==> src/rtl/rps_pkg.sv <==
package rps_pkg;

    typedef enum logic [1:0] {
        ST_IDLE = 2'd0,
        ST_HOLD = 2'd1,
        ST_TMO  = 2'd2
    } rps_state_e;

    function automatic int unsigned max4(input int unsigned a, input int unsigned b,
                                         input int unsigned c, input int unsigned d);
        int unsigned m;
        m = a;
        if (b > m) m = b;
        if (c > m) m = c;
        if (d > m) m = d;
        return m;
    endfunction

endpackage

==> src/rtl/rps_mr_filter.sv <==
module rps_mr_filter #(
    parameter int unsigned FILT_CYC = 8
) (
    input  logic clk,
    input  logic rst_n,
    input  logic mr_n_i,
    output logic pressed_o
);
    localparam int unsigned FW = (FILT_CYC < 2) ? 1 : $clog2(FILT_CYC);

    typedef struct packed {
        logic          sync1;
        logic          sync2;
        logic          flt;
        logic [FW-1:0] cnt;
    } filt_t;

    filt_t filt_d, filt_q;

    always_comb begin
        filt_d       = filt_q;
        filt_d.sync1 = mr_n_i;
        filt_d.sync2 = filt_q.sync1;
        if (filt_q.sync2 != filt_q.flt) begin
            if (filt_q.cnt == FW'(FILT_CYC - 1)) begin
                filt_d.flt = filt_q.sync2;
                filt_d.cnt = '0;
            end else begin
                filt_d.cnt = filt_q.cnt + 1'b1;
            end
        end else begin
            filt_d.cnt = '0;
        end
    end

    always_ff @(posedge clk or negedge rst_n) begin
        if (!rst_n) begin
            filt_q <= '{sync1: 1'b1, sync2: 1'b1, flt: 1'b1, cnt: '0};
        end else begin
            filt_q <= filt_d;
        end
    end

    assign pressed_o = ~filt_q.flt;

endmodule

==> src/rtl/rps_seq.sv <==
module rps_seq
    import rps_pkg::*;
#(
    parameter int unsigned CW = 8
) (
    input  logic          clk,
    input  logic          rst_n,
    input  logic          lvl_i,
    input  logic          fault_i,
    input  logic [CW-1:0] limit_i,
    output logic          active_o
);
    typedef struct packed {
        rps_state_e    state;
        logic [CW-1:0] cnt;
    } seq_t;

    seq_t seq_d, seq_q;

    always_comb begin
        seq_d = seq_q;
        unique case (seq_q.state)
            ST_HOLD: begin
                seq_d.cnt = '0;
                if (!lvl_i) seq_d.state = ST_TMO;
            end
            ST_TMO: begin
                if (lvl_i) begin
                    seq_d.state = ST_HOLD;
                    seq_d.cnt   = '0;
                end else if (fault_i) begin
                    seq_d.cnt   = '0;
                end else if (seq_q.cnt == limit_i - CW'(1)) begin
                    seq_d.state = ST_IDLE;
                    seq_d.cnt   = '0;
                end else begin
                    seq_d.cnt = seq_q.cnt + 1'b1;
                end
            end
            default: begin
                seq_d.cnt = '0;
                if (lvl_i)        seq_d.state = ST_HOLD;
                else if (fault_i) seq_d.state = ST_TMO;
                else              seq_d.state = ST_IDLE;
            end
        endcase
    end

    always_ff @(posedge clk or negedge rst_n) begin
        if (!rst_n) begin
            seq_q <= '{state: ST_HOLD, cnt: '0};
        end else begin
            seq_q <= seq_d;
        end
    end

    assign active_o = (seq_q.state != ST_IDLE);

endmodule

==> src/rtl/rps_out_drv.sv <==
module rps_out_drv #(
    parameter bit OD_MODE = 1'b0
) (
    input  logic active_i,
    output logic pad_o,
    output logic pad_oe_o
);
    generate
        if (OD_MODE) begin : g_open_drain
            assign pad_o    = 1'b0;
            assign pad_oe_o = active_i;
        end else begin : g_push_pull
            assign pad_o    = ~active_i;
            assign pad_oe_o = 1'b1;
        end
    endgenerate

endmodule

==> src/rtl/rst_pulse_seq.sv <==
module rst_pulse_seq
    import rps_pkg::*;
#(
    parameter int unsigned FILT_CYC = 8,
    parameter int unsigned TMO0     = 14,
    parameter int unsigned TMO1     = 28,
    parameter int unsigned TMO2     = 50,
    parameter int unsigned TMO3     = 100,
    parameter bit          OD_MODE  = 1'b0
) (
    input  logic       clk,
    input  logic       rst_n,
    input  logic       uv_flag_i,
    input  logic       mr_n_i,
    input  logic       wd_fault_i,
    input  logic [1:0] tmo_sel_i,
    output logic       rst_n_o,
    output logic       rst_oe_o,
    output logic       rst_active_o
);
    localparam int unsigned TMAX = max4(TMO0, TMO1, TMO2, TMO3);
    localparam int unsigned CW   = $clog2(TMAX + 1);

    logic          mr_pressed;
    logic          lvl_cause;
    logic [CW-1:0] limit;
    logic          active;

    rps_mr_filter #(.FILT_CYC(FILT_CYC)) u_filter (
        .clk       (clk),
        .rst_n     (rst_n),
        .mr_n_i    (mr_n_i),
        .pressed_o (mr_pressed)
    );

    assign lvl_cause = uv_flag_i | mr_pressed;

    always_comb begin
        unique case (tmo_sel_i)
            2'd0:    limit = CW'(TMO0);
            2'd1:    limit = CW'(TMO1);
            2'd2:    limit = CW'(TMO2);
            default: limit = CW'(TMO3);
        endcase
    end

    rps_seq #(.CW(CW)) u_seq (
        .clk      (clk),
        .rst_n    (rst_n),
        .lvl_i    (lvl_cause),
        .fault_i  (wd_fault_i),
        .limit_i  (limit),
        .active_o (active)
    );

    rps_out_drv #(.OD_MODE(OD_MODE)) u_drv (
        .active_i (active),
        .pad_o    (rst_n_o),
        .pad_oe_o (rst_oe_o)
    );

    assign rst_active_o = active;

endmodule

==> config.mk <==
export PLATFORM = sky130hd
export DESIGN_NAME = rst_pulse_seq
export DESIGN_NICKNAME = d
export VERILOG_FILES = /design/src/rtl/rps_pkg.sv /design/src/rtl/rps_mr_filter.sv /design/src/rtl/rps_seq.sv /design/src/rtl/rps_out_drv.sv /design/src/rtl/rst_pulse_seq.sv
export SDC_FILE = /design/constraint.sdc
export NUM_CORES = 1
export LEC_CHECK = 0
export BUFFER_PORTS_ARGS = -buffer_cell sky130_fd_sc_hd__buf_2
export CORE_UTILIZATION = 56
export DETAILED_ROUTE_END_ITERATION = 8
export PLACE_DENSITY = 0.77
export SETUP_SLACK_MARGIN = 0.4
export SLEW_MARGIN = 20
export SYNTH_ARGS = -nofsm -noshare
export SYNTH_HDL_FRONTEND = slang
export SYNTH_SLANG_ARGS = --single-unit
==> constraint.sdc <==
create_clock -name clk -period 1.8 [get_ports clk]
set_input_delay 0 -clock clk [delete_from_list [all_inputs] [get_ports clk]]
set_output_delay 0 -clock clk [all_outputs]
set_load 0.05 [all_outputs]
; Word-level counts from Yosys, hierarchy flattened
; Index checks and enable logic that the tools add are counted.
[word_totals]
memories = 0
mem_bits_rw = 0
latch_bits = 0
wordCells = 38
ff_bits = 15
in_bits = 7
rom_bits = 0
[op_classes]
div = 0
n_shift = 0
n_reduce_logical = 4
n_lt_le_gt_ge = 0
addsub = 3
n_mux = 12
bitwise_logic = 3
multipliers = 0
eq_ne = 10
[ops]
columns = cell, count
row1 = $pmux 7 s3, 1
row2 = $pmux 9 s2, 1
row3 = $mux 7, 2
row4 = $mux 2, 5
row5 = $mux 9, 1
row6 = $add 7x1->7 const B, 1
row7 = $eq 7x7->1, 1
row8 = $sub 7x1->7 const B, 1
row9 = $mux 3, 2
row10 = $eq 2x1->1 const B, 2
row11 = $eq 2x2->1 const B, 2
row12 = $add 3x1->3 const B, 1
row13 = $eq 3x3->1 const B, 1
row14 = $ne 3x1->1 const B, 1
row15 = $ne 3x2->1 const B, 1
row16 = $reduce_and 3->1, 1
row17 = $logic_not 2->1, 1
row18 = $ne 2x2->1 const B, 1
row19 = $not 1->1, 2
row20 = $reduce_and 2->1, 1
row21 = $reduce_bool 2->1, 1
row22 = $ne 1x1->1, 1
row23 = $or 1x1->1, 1

; Longest topological paths before layout
; Gate-level depths: netlist of the first run.
[logic_depth]
depth_word = 8
depth_mapped = 7

; Cells and area by module
; Synthesis of the first run repeated with hierarchy kept, for this count alone.
[hier_totals]
cells_unflattened = 101
area_unflattened_um2 = 1014.7
[by_module_without_submodules]
columns = module, cells_each, area_per_inst_um2, instances
row1 = rps_seq, 71, 674.4, 1
row2 = rps_mr_filter, 15, 227.7, 1
row3 = rst_pulse_seq, 12, 97.6, 1
row4 = rps_out_drv, 3, 15.0, 1

; Least setup slack after synthesis of the first run
; Ideal clock, no wire load.
[synth_path]
path_kind = reg-to-reg
start = reg u_seq.seq_q[7] (netlist bit)
end = reg u_seq.seq_q[8] (netlist bit)
n_path_buf = 0
path_stages_with_launch = 6
setup_slack_ns = 0.239
arrival_time_ns = 1.484
setup_ns = 0.076
path_cell_list = dfstp_2 inv_1 ha_1 nor2b_1 o311a_1 o21ai_1
[synth_between]
elab_chain_cells = 3
[synth_lines]
columns = element, line
row1 = "start, declared", rps_seq.sv:18  ; seq_t seq_d, seq_q;
row2 = "start signal, assigned", rps_seq.sv:51  ; seq_q <= '{state: ST_HOLD, cnt: '0};
row3 = "start signal, assigned", rps_seq.sv:53  ; seq_q <= seq_d;
row4 = $eq 2x2->1 or $eq 2x1->1 (tied branches), rps_seq.sv:22  ; unique case (seq_q.state)
row5 = "$ne 3x1->1 (no line), or another cell as far along", -
row6 = $reduce_and 3->1 (no line), -
; Parallel ways exist; a longest one is shown, timed or not.
; A chain may end at the register's enable or synchronous reset.

; Final worst setup path of the first run
; Same ends and word-level chain as after synthesis.

==> flow_summary.yaml, run 1 <==
setup_path:
  crit_path_end_kind: "flop"
  slowest_delay_ps: 560
  critPathLaunchType: "flop"
  cp_cell_sequence: "inv_2, ha_4, buf_4, o21ai_0, o311a_1, o21ai_1"
  cp_max_fo: 5
  cp.required_ps: 1980
  r2r_cells: 6
  crit_buf_inv: 2
  rr_endpoint: "u_seq.seq_q[8]$_DFFE_PN0P_"
  cpMaxStageDelayCell: "dfstp_2"
  r2r_slack_ps: 260
  critPathArrivalTime_ps: 1720
  critical-path-top-delay-family: "flip-flops"
  r2r_start: "u_seq.seq_q[7]$_DFFE_PN1P_"
  crit_type: "flop to flop"
global_route:
  antenna_found_initial: 0
  grt_usage_pct: 22.2
  grt_pass1_vias: 750
  grt_max_degree: 16
  grt-ovfl-total: 0
  grt_pass1_wl_um: 2970
logic_synthesis:
  syn_inst: 90
  synth.distinct_cells: 28
  synth-seq-cells: 15
  synth_nets: 108
  avgSynthCellArea_um2: 10.2
  seq_area_frac_synth_pct: 41.4
  syn-cell-area_um2: 920
  yosys_warnings: 0
floorplan:
  io_pins: 10
  die_area_um2: 1810
  rows: 14
  die_h_um: 42.5
  core_um2: 1520
  start_util_pct: 60.3
  die_width_um: 42.5
clocking:
  root_buffer: "clkbuf_4"
  clockBufferDepth: 2
  tritoncts: "yes"
  cts_made_buffers: 3
  clock_latency_ps: 290
  cts.htree.levels: 1
  cts.clk_slew.worst_paths_ps: 90
  cts.sinks: 15
power_and_ir_drop:
  ir_drop_mv: 0.843
  clkPwrFrac_pct: 15.1
  seq_power_share_pct: 35.9
  power_density_nw_per_um2: 1090
  power_switching_mw: 0.484
  comb_power_share_pct: 49.0
  internal_power_mw: 0.775
  p_sw_share_pct: 38.4
  leakagePower_nw: 0.515
finish:
  num_antenna_cells: 0
  syn2layout_area_growth_pct: 26.1
  final_cells: 128
  final_util_pct: 76.1
  drive_above_1_share_pct: 37.5
  nets: 131
  fin_area_um2: 1160
sta:
  slew_violations: 0
  tns_ps: 0
  min_period_over_period_pct: 85.6
  finalSetupViolCount: 0
  max_freq_mhz: 649
  skew_ps: 13.7
  rsz0062_at_grt: "true"
  finalHoldViolations: 0
  period_needed_ps: 1540
placed_design:
  placed_cell_area_um2: 985
  gp_congestion: 0.767
  dp.cells: 113
  dp_hpwl_um: 1160
  io_buffers: 8
worst_hold_path:
  min_path_type: "primary input to flop"
  holdPathEnd: "u_seq.seq_q[0]$_DFF_PN0_"
  hold_start: "wd_fault_i"
  hold_path_depth: 4
detailed_routing:
  wl_per_cell_um: 13.2
  first_pass_iters: 4
  vias_per_cell: 5.43
  routed_wl_um: 1690
  drc: 0
  vias: 695
  drtIter0Drc: 7
  postRouteAntennaNets: 0
flow_run:
  maxCapViolations: 0
run_status:
  status: "finished, final reports clean"
flip-flops by register name (all words and copies together), names as in the netlist:
signal and cells:
u_filter.filt_q 5, u_filter.filt_d 1, u_seq.seq_q 9
layout by cell type (no fill, tap or decap), types with 3 or more instances in the layout:
cell,count
nor3_1,3
xnor2_1,9
nor2_2,4
nand2_1,3
inv_1,7
ha_1,9
clkbuf_4,3
dfrtp_1,9
nand3_1,5
dlygate4sd3_1,3
buf_2,8
buf_4,8
nor2_1,7
dfstp_2,4
cells by family after synthesis:
kind of cell / share of synthesized area (%)
simple gates: 17.1
flops: 41.4
xor+xnor: 11.4
fa+ha+maj: 15.0
compound gates: 8.30
buf+inv: 4.08
mux: 2.31
other cells: 0.408
worst max-delay path by stage:
stage	slack (ps)	cells past startpoint	endpoint	start
floorplan	370	6	u_seq.seq_q[8]$_DFFE_PN0P_	u_seq.seq_q[7]$_DFFE_PN1P_
CTS	260	6	u_seq.seq_q[8]$_DFFE_PN0P_	u_seq.seq_q[7]$_DFFE_PN1P_
global placement	250	8	u_seq.seq_q[5]$_DFF_PN0_	tmo_sel_i[0]
detailed placement	200	8	u_seq.seq_q[6]$_DFF_PN0_	tmo_sel_i[0]
global route	150	6	u_seq.seq_q[8]$_DFFE_PN0P_	u_seq.seq_q[7]$_DFFE_PN1P_
finish	260	6	u_seq.seq_q[8]$_DFFE_PN0P_	u_seq.seq_q[7]$_DFFE_PN1P_
cell type report:
type | count | area (um2)
Clock inverter | 1 | 5.00
Timing Repair Buffer | 19 | 130
Multi-Input combinational cell | 66 | 569
Sequential cell | 15 | 383
Tap cell | 16 | 20.0
Fill cell | 98 | 364
Clock buffer | 3 | 22.5
Inverter | 8 | 30.0
through the flow:
stage                     total power [mW]  hold WS [ps]  setup slack (ps)
after floorplan                      0.873          -296               371
after global placement               0.935         -93.9               253
after detailed placement             0.952         -87.1               202
after CTS                             1.21          57.8               263
after global routing                  1.35          80.7               148
final                                 1.26          87.9               259
worst min-delay path: stages:
cell	delay, ps
buf_2	130
nor2_2	60
nand3_1	100
nor2_1	50
metal layers:
metal / part of all wire [%] / track usage [%]
met1: 42 / 25.9
met5: 0 / 0
met3: 3.9 / 7.76
met2: 53 / 38.8
met4: 0.83 / 5.63
repair_timing:
item                       CTS  global route
hold endpoints to repair    17             0
pin swaps                    2            13
setup endpoints to repair    7             8
gates resized for setup      7             9
setup buffers                2             6
hold buffers                 3             0
synth_stat cells (all sizes together):
cell	instances	area share, %
a21oi	1	0.54
a22oi	1	0.82
a41oi	1	0.95
buf	1	0.82
conb	1	0.41
dfrtp	11	30
dfstp	4	11
ha	11	15
inv	8	3.3
mux2	1	1.2
mux2i	1	1.1
nand2	3	1.2
nand2b	1	0.68
nand3	6	3.3
nor2	11	4.5
nor2b	3	2.0
nor3	3	1.6
nor3b	1	0.82
nor4	1	2.3
o21ai	3	1.6
o21bai	1	1.2
o221ai	1	0.95
o311a	1	1.1
o32a	1	1.1
or2	1	0.68
xnor2	11	10
xor2	1	0.95
power groups by stage:
stage               Clock [mW]  Sequential (mW)  Combinational, mW
global route             0.210            0.456              0.682
finish                   0.190            0.452              0.617
global placement             0            0.454              0.481
CTS                      0.197            0.454              0.563
detailed placement           0            0.458              0.494
floorplan                    0            0.444              0.429
Note: power is estimated with default switching activity, not from simulation.
==> inputs of run 2 (changes only) <==
Clock period 1.8 ns to 1.6 ns, I/O delays scaled along.
==> flow_summary.yaml, run 2 (same netlist as run 1, synthesis figures left out) <==
setup_path:
  critPathLaunchType: "flop"
  critPathArrivalTime_ps: 1750
  r2r_cells: 6
  startpoint: "u_seq.seq_q[7]$_DFFE_PN1P_"
  cp_max_fo: 7
  r2r_start: "u_seq.seq_q[7]$_DFFE_PN1P_"
  crit_end: "u_seq.seq_q[2]$_DFF_PN0_"
  cp.required_ps: 1820
  crit_type: "flop to flop"
  r2r_slack_ps: 80
  crit_path_end_kind: "flop"
  rr_endpoint: "u_seq.seq_q[2]$_DFF_PN0_"
global_route:
  grt_usage_pct: 20.2
  grt-ovfl-total: 0
  antenna_found_initial: 0
  grt_pass1_wl_um: 2730
  grt_max_degree: 16
  grt_pass1_vias: 651
finish:
  num_antenna_cells: 0
  regMostFlops: "u_seq.seq_q"
  drive_above_1_share_pct: 38.4
  final_common_cell: "xnor2_1"
  nets: 131
  largest_reg_flops: 9
  final_cell_mix: "xnor2_1, dfrtp_1, ha_1"
  syn2layout_area_growth_pct: 31.2
  final_util_pct: 79.1
  fillCellCount: 92
detailed_routing:
  routed_wl_um: 1650
  vias_per_cell: 5.52
  postRouteAntennaNets: 0
  vias: 707
  drc: 0
  first_pass_iters: 4
  wl_per_cell_um: 12.9
  drtIter0Drc: 11
sta:
  rsz0062_at_grt: "true"
  skew_ps: 10.7
  tns_ps: 0
  slew_violations: 0
  min_period_over_period_pct: 95.3
  period_needed_ps: 1520
  finalSetupViolCount: 0
  max_freq_mhz: 656
  finalHoldViolations: 0
clocking:
  cts.sinks: 15
  cts.clk_slew.worst_paths_ps: 90
  root_buffer: "clkbuf_4"
  cts_made_buffers: 3
  clockBufferDepth: 2
  clock_latency_ps: 280
  cts.htree.levels: 1
  tritoncts: "yes"
power_and_ir_drop:
  clkPwrFrac_pct: 14.1
  internal_power_mw: 0.935
  power_switching_mw: 0.562
  ir_drop_mv: 0.912
  comb_power_share_pct: 51.9
  seq_power_share_pct: 33.9
  p_sw_share_pct: 37.5
  leakagePower_nw: 0.518
  power_density_nw_per_um2: 1240
floorplan:
  core_um2: 1520
  io_pins: 10
  die_width_um: 42.5
  start_util_pct: 60.3
  rows: 14
  die_area_um2: 1810
  die_h_um: 42.5
worst_hold_path:
  min_path_type: "primary input to flop"
  hold_path_depth: 4
flow_run:
  maxCapViolations: 0
run_status:
  status: "finished, final reports clean"
placed_design:
  dp_hpwl_um: 1150
  gp_congestion: 0.802
  io_buffers: 8
-- run 2: cell count changes in the layout (fill, tap and decap cells not counted), sizes merged --
| cell | before | now |
|---|---|---|
| clkbuf | 3 | 4 |
| clkinv | 1 | 0 |
-- run 2: how the worst min path moves through the flow --
stage | startpoint | endpoint | slack, ps
2_1_floorplan | rst_n | u_filter.filt_q[0]$_DFF_PN0_ | -300
3_3_place_gp | rst_n | u_seq.seq_q[1]$_DFF_PN0_ | -90
3_5_place_dp | rst_n | u_seq.seq_q[1]$_DFF_PN0_ | -90
4_1_cts | wd_fault_i | u_seq.seq_q[0]$_DFF_PN0_ | 90
5_1_grt | wd_fault_i | u_seq.seq_q[0]$_DFF_PN0_ | 80
6_report | wd_fault_i | u_seq.seq_q[0]$_DFF_PN0_ | 70
-- run 2: worst max-delay path, cell delays in order (launching register included) --
cell and delay [ps]:
dfstp_2 550, inv_2 50, ha_4 290, buf_4 130
nand3_4 70, or2_4 270, nor2_1 110
-- run 2: area by class of cell --
class | count | area (um2) | area share [%]
Sequential cell | 15 | 383 | 31.7
Multi-Input combinational cell | 66 | 597 | 49.5
Clock buffer | 4 | 26.3 | 2.18
Tap cell | 16 | 20.0 | 1.66
Inverter | 8 | 30.0 | 2.49
Timing Repair Buffer | 19 | 150 | 12.4
-- run 2: per-stage QoR --
step | std cells | total power, mW | hold WS (ps) | setup slack, ps | cell area (um2)
after floorplan | 90 | 0.982 | -296 | 171 | 932
after global routing | 128 | 1.59 | 81.4 | 18.6 | 1210
final | 128 | 1.50 | 73.8 | 75.6 | 1210
after global placement | 116 | 1.06 | -87.0 | 107 | 1010
after detailed placement | 116 | 1.06 | -88.5 | 101 | 1010
after CTS | 126 | 1.44 | 85.6 | 121 | 1120
-- run 2: what timing repair did --
action | CTS | global route
buffers inserted | 3 | 2
hold buffers | 3 | 0
setup endpoints to repair | 10 | 11
gates resized for setup | 12 | 16
pin swaps | 0 | 6
hold endpoints to repair | 17 | 0
-- run 2: layer usage --
layer	part of all wire [%]	global-route usage, %	vias to the layer above
li1	-	-	345
met5	0	0	-
met4	1.4	8.75	0
met2	48	29.2	14
met3	2.6	3.88	4
met1	48	29.4	344
-- run 2: power groups by stage --
stage	Combinational, mW	Clock [mW]	Sequential (mW)
2_1_floorplan	0.483	0	0.499
3_3_place_gp	0.551	0	0.506
3_5_place_dp	0.554	0	0.509
4_1_cts	0.722	0.221	0.501
5_1_grt	0.839	0.236	0.513
6_report	0.778	0.212	0.508
==> inputs of run 3 (changes only) <==
Settings changed: PLACE_DENSITY 0.77 to 0.75.
==> flow_summary.yaml, run 3 (same netlist as run 1, synthesis figures left out) <==
floorplan:
  die_width_um: 42.5
  die_h_um: 42.5
  io_pins: 10
  rows: 14
  start_util_pct: 60.3
  die_area_um2: 1810
  core_um2: 1520
power_and_ir_drop:
  internal_power_mw: 0.886
  fin_total_pwr_mw: 1.41
  power_switching_mw: 0.524
  clkPwrFrac_pct: 13.9
  ir_drop_mv: 0.765
  power_density_nw_per_um2: 1200
  comb_power_share_pct: 50.6
  leakagePower_nw: 0.520
  p_sw_share_pct: 37.2
  seq_power_share_pct: 35.4
clocking:
  clockBufferDepth: 2
  clock_latency_ps: 260
  root_buffer: "clkbuf_4"
  cts.sinks: 15
  tritoncts: "yes"
  cts.clk_slew.worst_paths_ps: 80
  cts_made_buffers: 3
  cts.htree.levels: 1
flow_run:
  maxCapViolations: 0
setup_path:
  critPathArrivalTime_ps: 1740
  r2r_start: "u_seq.seq_q[7]$_DFFE_PN1P_"
  startpoint: "u_seq.seq_q[7]$_DFFE_PN1P_"
  critical-path-top-delay-family: "flip-flops"
  cp_max_fo: 7
  crit_path_end_kind: "flop"
  crit_buf_inv: 1
  cp_cell_sequence: "inv_2, ha_4, nor2b_1, o311a_1, o21ai_1"
  cpMaxStageDelayCell: "dfstp_2"
  critPathLaunchType: "flop"
  cp.required_ps: 1790
  crit_type: "flop to flop"
  slowest_delay_ps: 540
placed_design:
  dp_slack_ps: 71.9
  gp_congestion: 0.810
  dp.cells: 117
  io_buffers: 8
  dp_hpwl_um: 1190
sta:
  slew_violations: 0
  skew_ps: 1.75
  max_freq_mhz: 645
  finalHoldViolations: 0
  rsz0062_at_grt: "true"
  min_period_over_period_pct: 96.9
  period_needed_ps: 1550
  setup_ws_ps: 49.5
  finalSetupViolCount: 0
detailed_routing:
  first_pass_iters: 4
  wl_per_cell_um: 13.0
  routed_wl_um: 1670
  drc: 0
  drtIter0Drc: 17
  postRouteAntennaNets: 0
  vias: 677
  vias_per_cell: 5.25
finish:
  regMostFlops: "u_seq.seq_q"
  final_cell_mix: "ha_1, buf_4, xnor2_1, dfrtp_1"
  drive_above_1_share_pct: 38.9
  nets: 132
  syn2layout_area_growth_pct: 27.3
  final_util_pct: 76.8
  final_cells: 129
  num_antenna_cells: 0
  largest_reg_flops: 9
global_route:
  grt_pass1_wl_um: 2680
  grt-ovfl-total: 0
  busiest_layer: "met1"
  grt_use_met2_pct: 28.3
  use_met3_pct: 2.59
  antenna_found_initial: 0
  grt_pass1_vias: 647
  use_met1_pct: 29.0
  grt_usage_pct: 19.3
  grt_max_degree: 16
run_status:
  status: "finished, final reports clean"
worst_hold_path:
  hold_start: "uv_flag_i"
  min_path_type: "primary input to flop"
-- run 3: worst reg2reg max path: cells and delay by family, from the launching register on --
family	cells	cell delay (ps)
AOI/OAI and AO/OA	2	450
adders and majority gates	1	270
buffers and inverters	1	60
DFF	1	540
and+or+nand+nor	1	150
-- run 3: worst paths after layout --
check / end / slack [ps] / cells past startpoint
min in group asynchronous: u_seq.seq_q[6]$_DFF_PN0_ / 160 / 2
max in group asynchronous: u_filter.filt_q[3]$_DFFE_PN1P_ / 1150 / 2
worst min register to register: u_filter.filt_q[4]$_DFF_PN1_ / 360 / 0
worst max register to register: u_seq.seq_q[8]$_DFFE_PN0P_ / 50 / 5
worst max-delay path: u_seq.seq_q[8]$_DFFE_PN0P_ / 50 / 5
worst min-delay path: u_seq.seq_q[7]$_DFFE_PN1P_ / 20 / 4
-- run 3: routing by layer --
layer / up-vias / routed length (um)
met5: - / 0
met4: 0 / 29
met3: 4 / 25
met2: 9 / 772
met1: 318 / 845
li1: 346 / -
-- run 3: repair_timing --
action	CTS	global route
hold buffers	2	0
endpoints found under the hold margin	16	0
pin swaps	1	7
buffers inserted	2	4
cloned	0	0
resized for setup	9	11
endpoints found under the setup margin	10	11
-- run 3: stage by stage --
stage / cell area [um2] / TNS (ps) / hold slack (ps)
finish: 1170 / 0 / 17.4
global route: 1170 / -34.7 / 34.2
CTS: 1100 / 0 / 5.81
detailed placement: 1010 / 0 / -87.8
global placement: 1010 / 0 / -93.6
floorplan: 932 / 0 / -296
-- run 3: cell type report --
cell class	count	area (um2)
inverter	8	30.0
clock buffer	4	26.3
sequential	15	383
timing repair buffer	20	151
fill	104	353
tap	16	20.0
multi-input combinational	66	561
-- run 3: power groups by stage --
| stage | clock network (mW) | logic (mW) | registers, mW |
|---|---|---|---|
| 2_1_floorplan | 0 | 0.483 | 0.499 |
| 3_3_place_gp | 0 | 0.555 | 0.506 |
| 3_5_place_dp | 0 | 0.568 | 0.511 |
| 4_1_cts | 0.205 | 0.683 | 0.499 |
| 5_1_grt | 0.226 | 0.769 | 0.506 |
| 6_report | 0.196 | 0.714 | 0.500 |
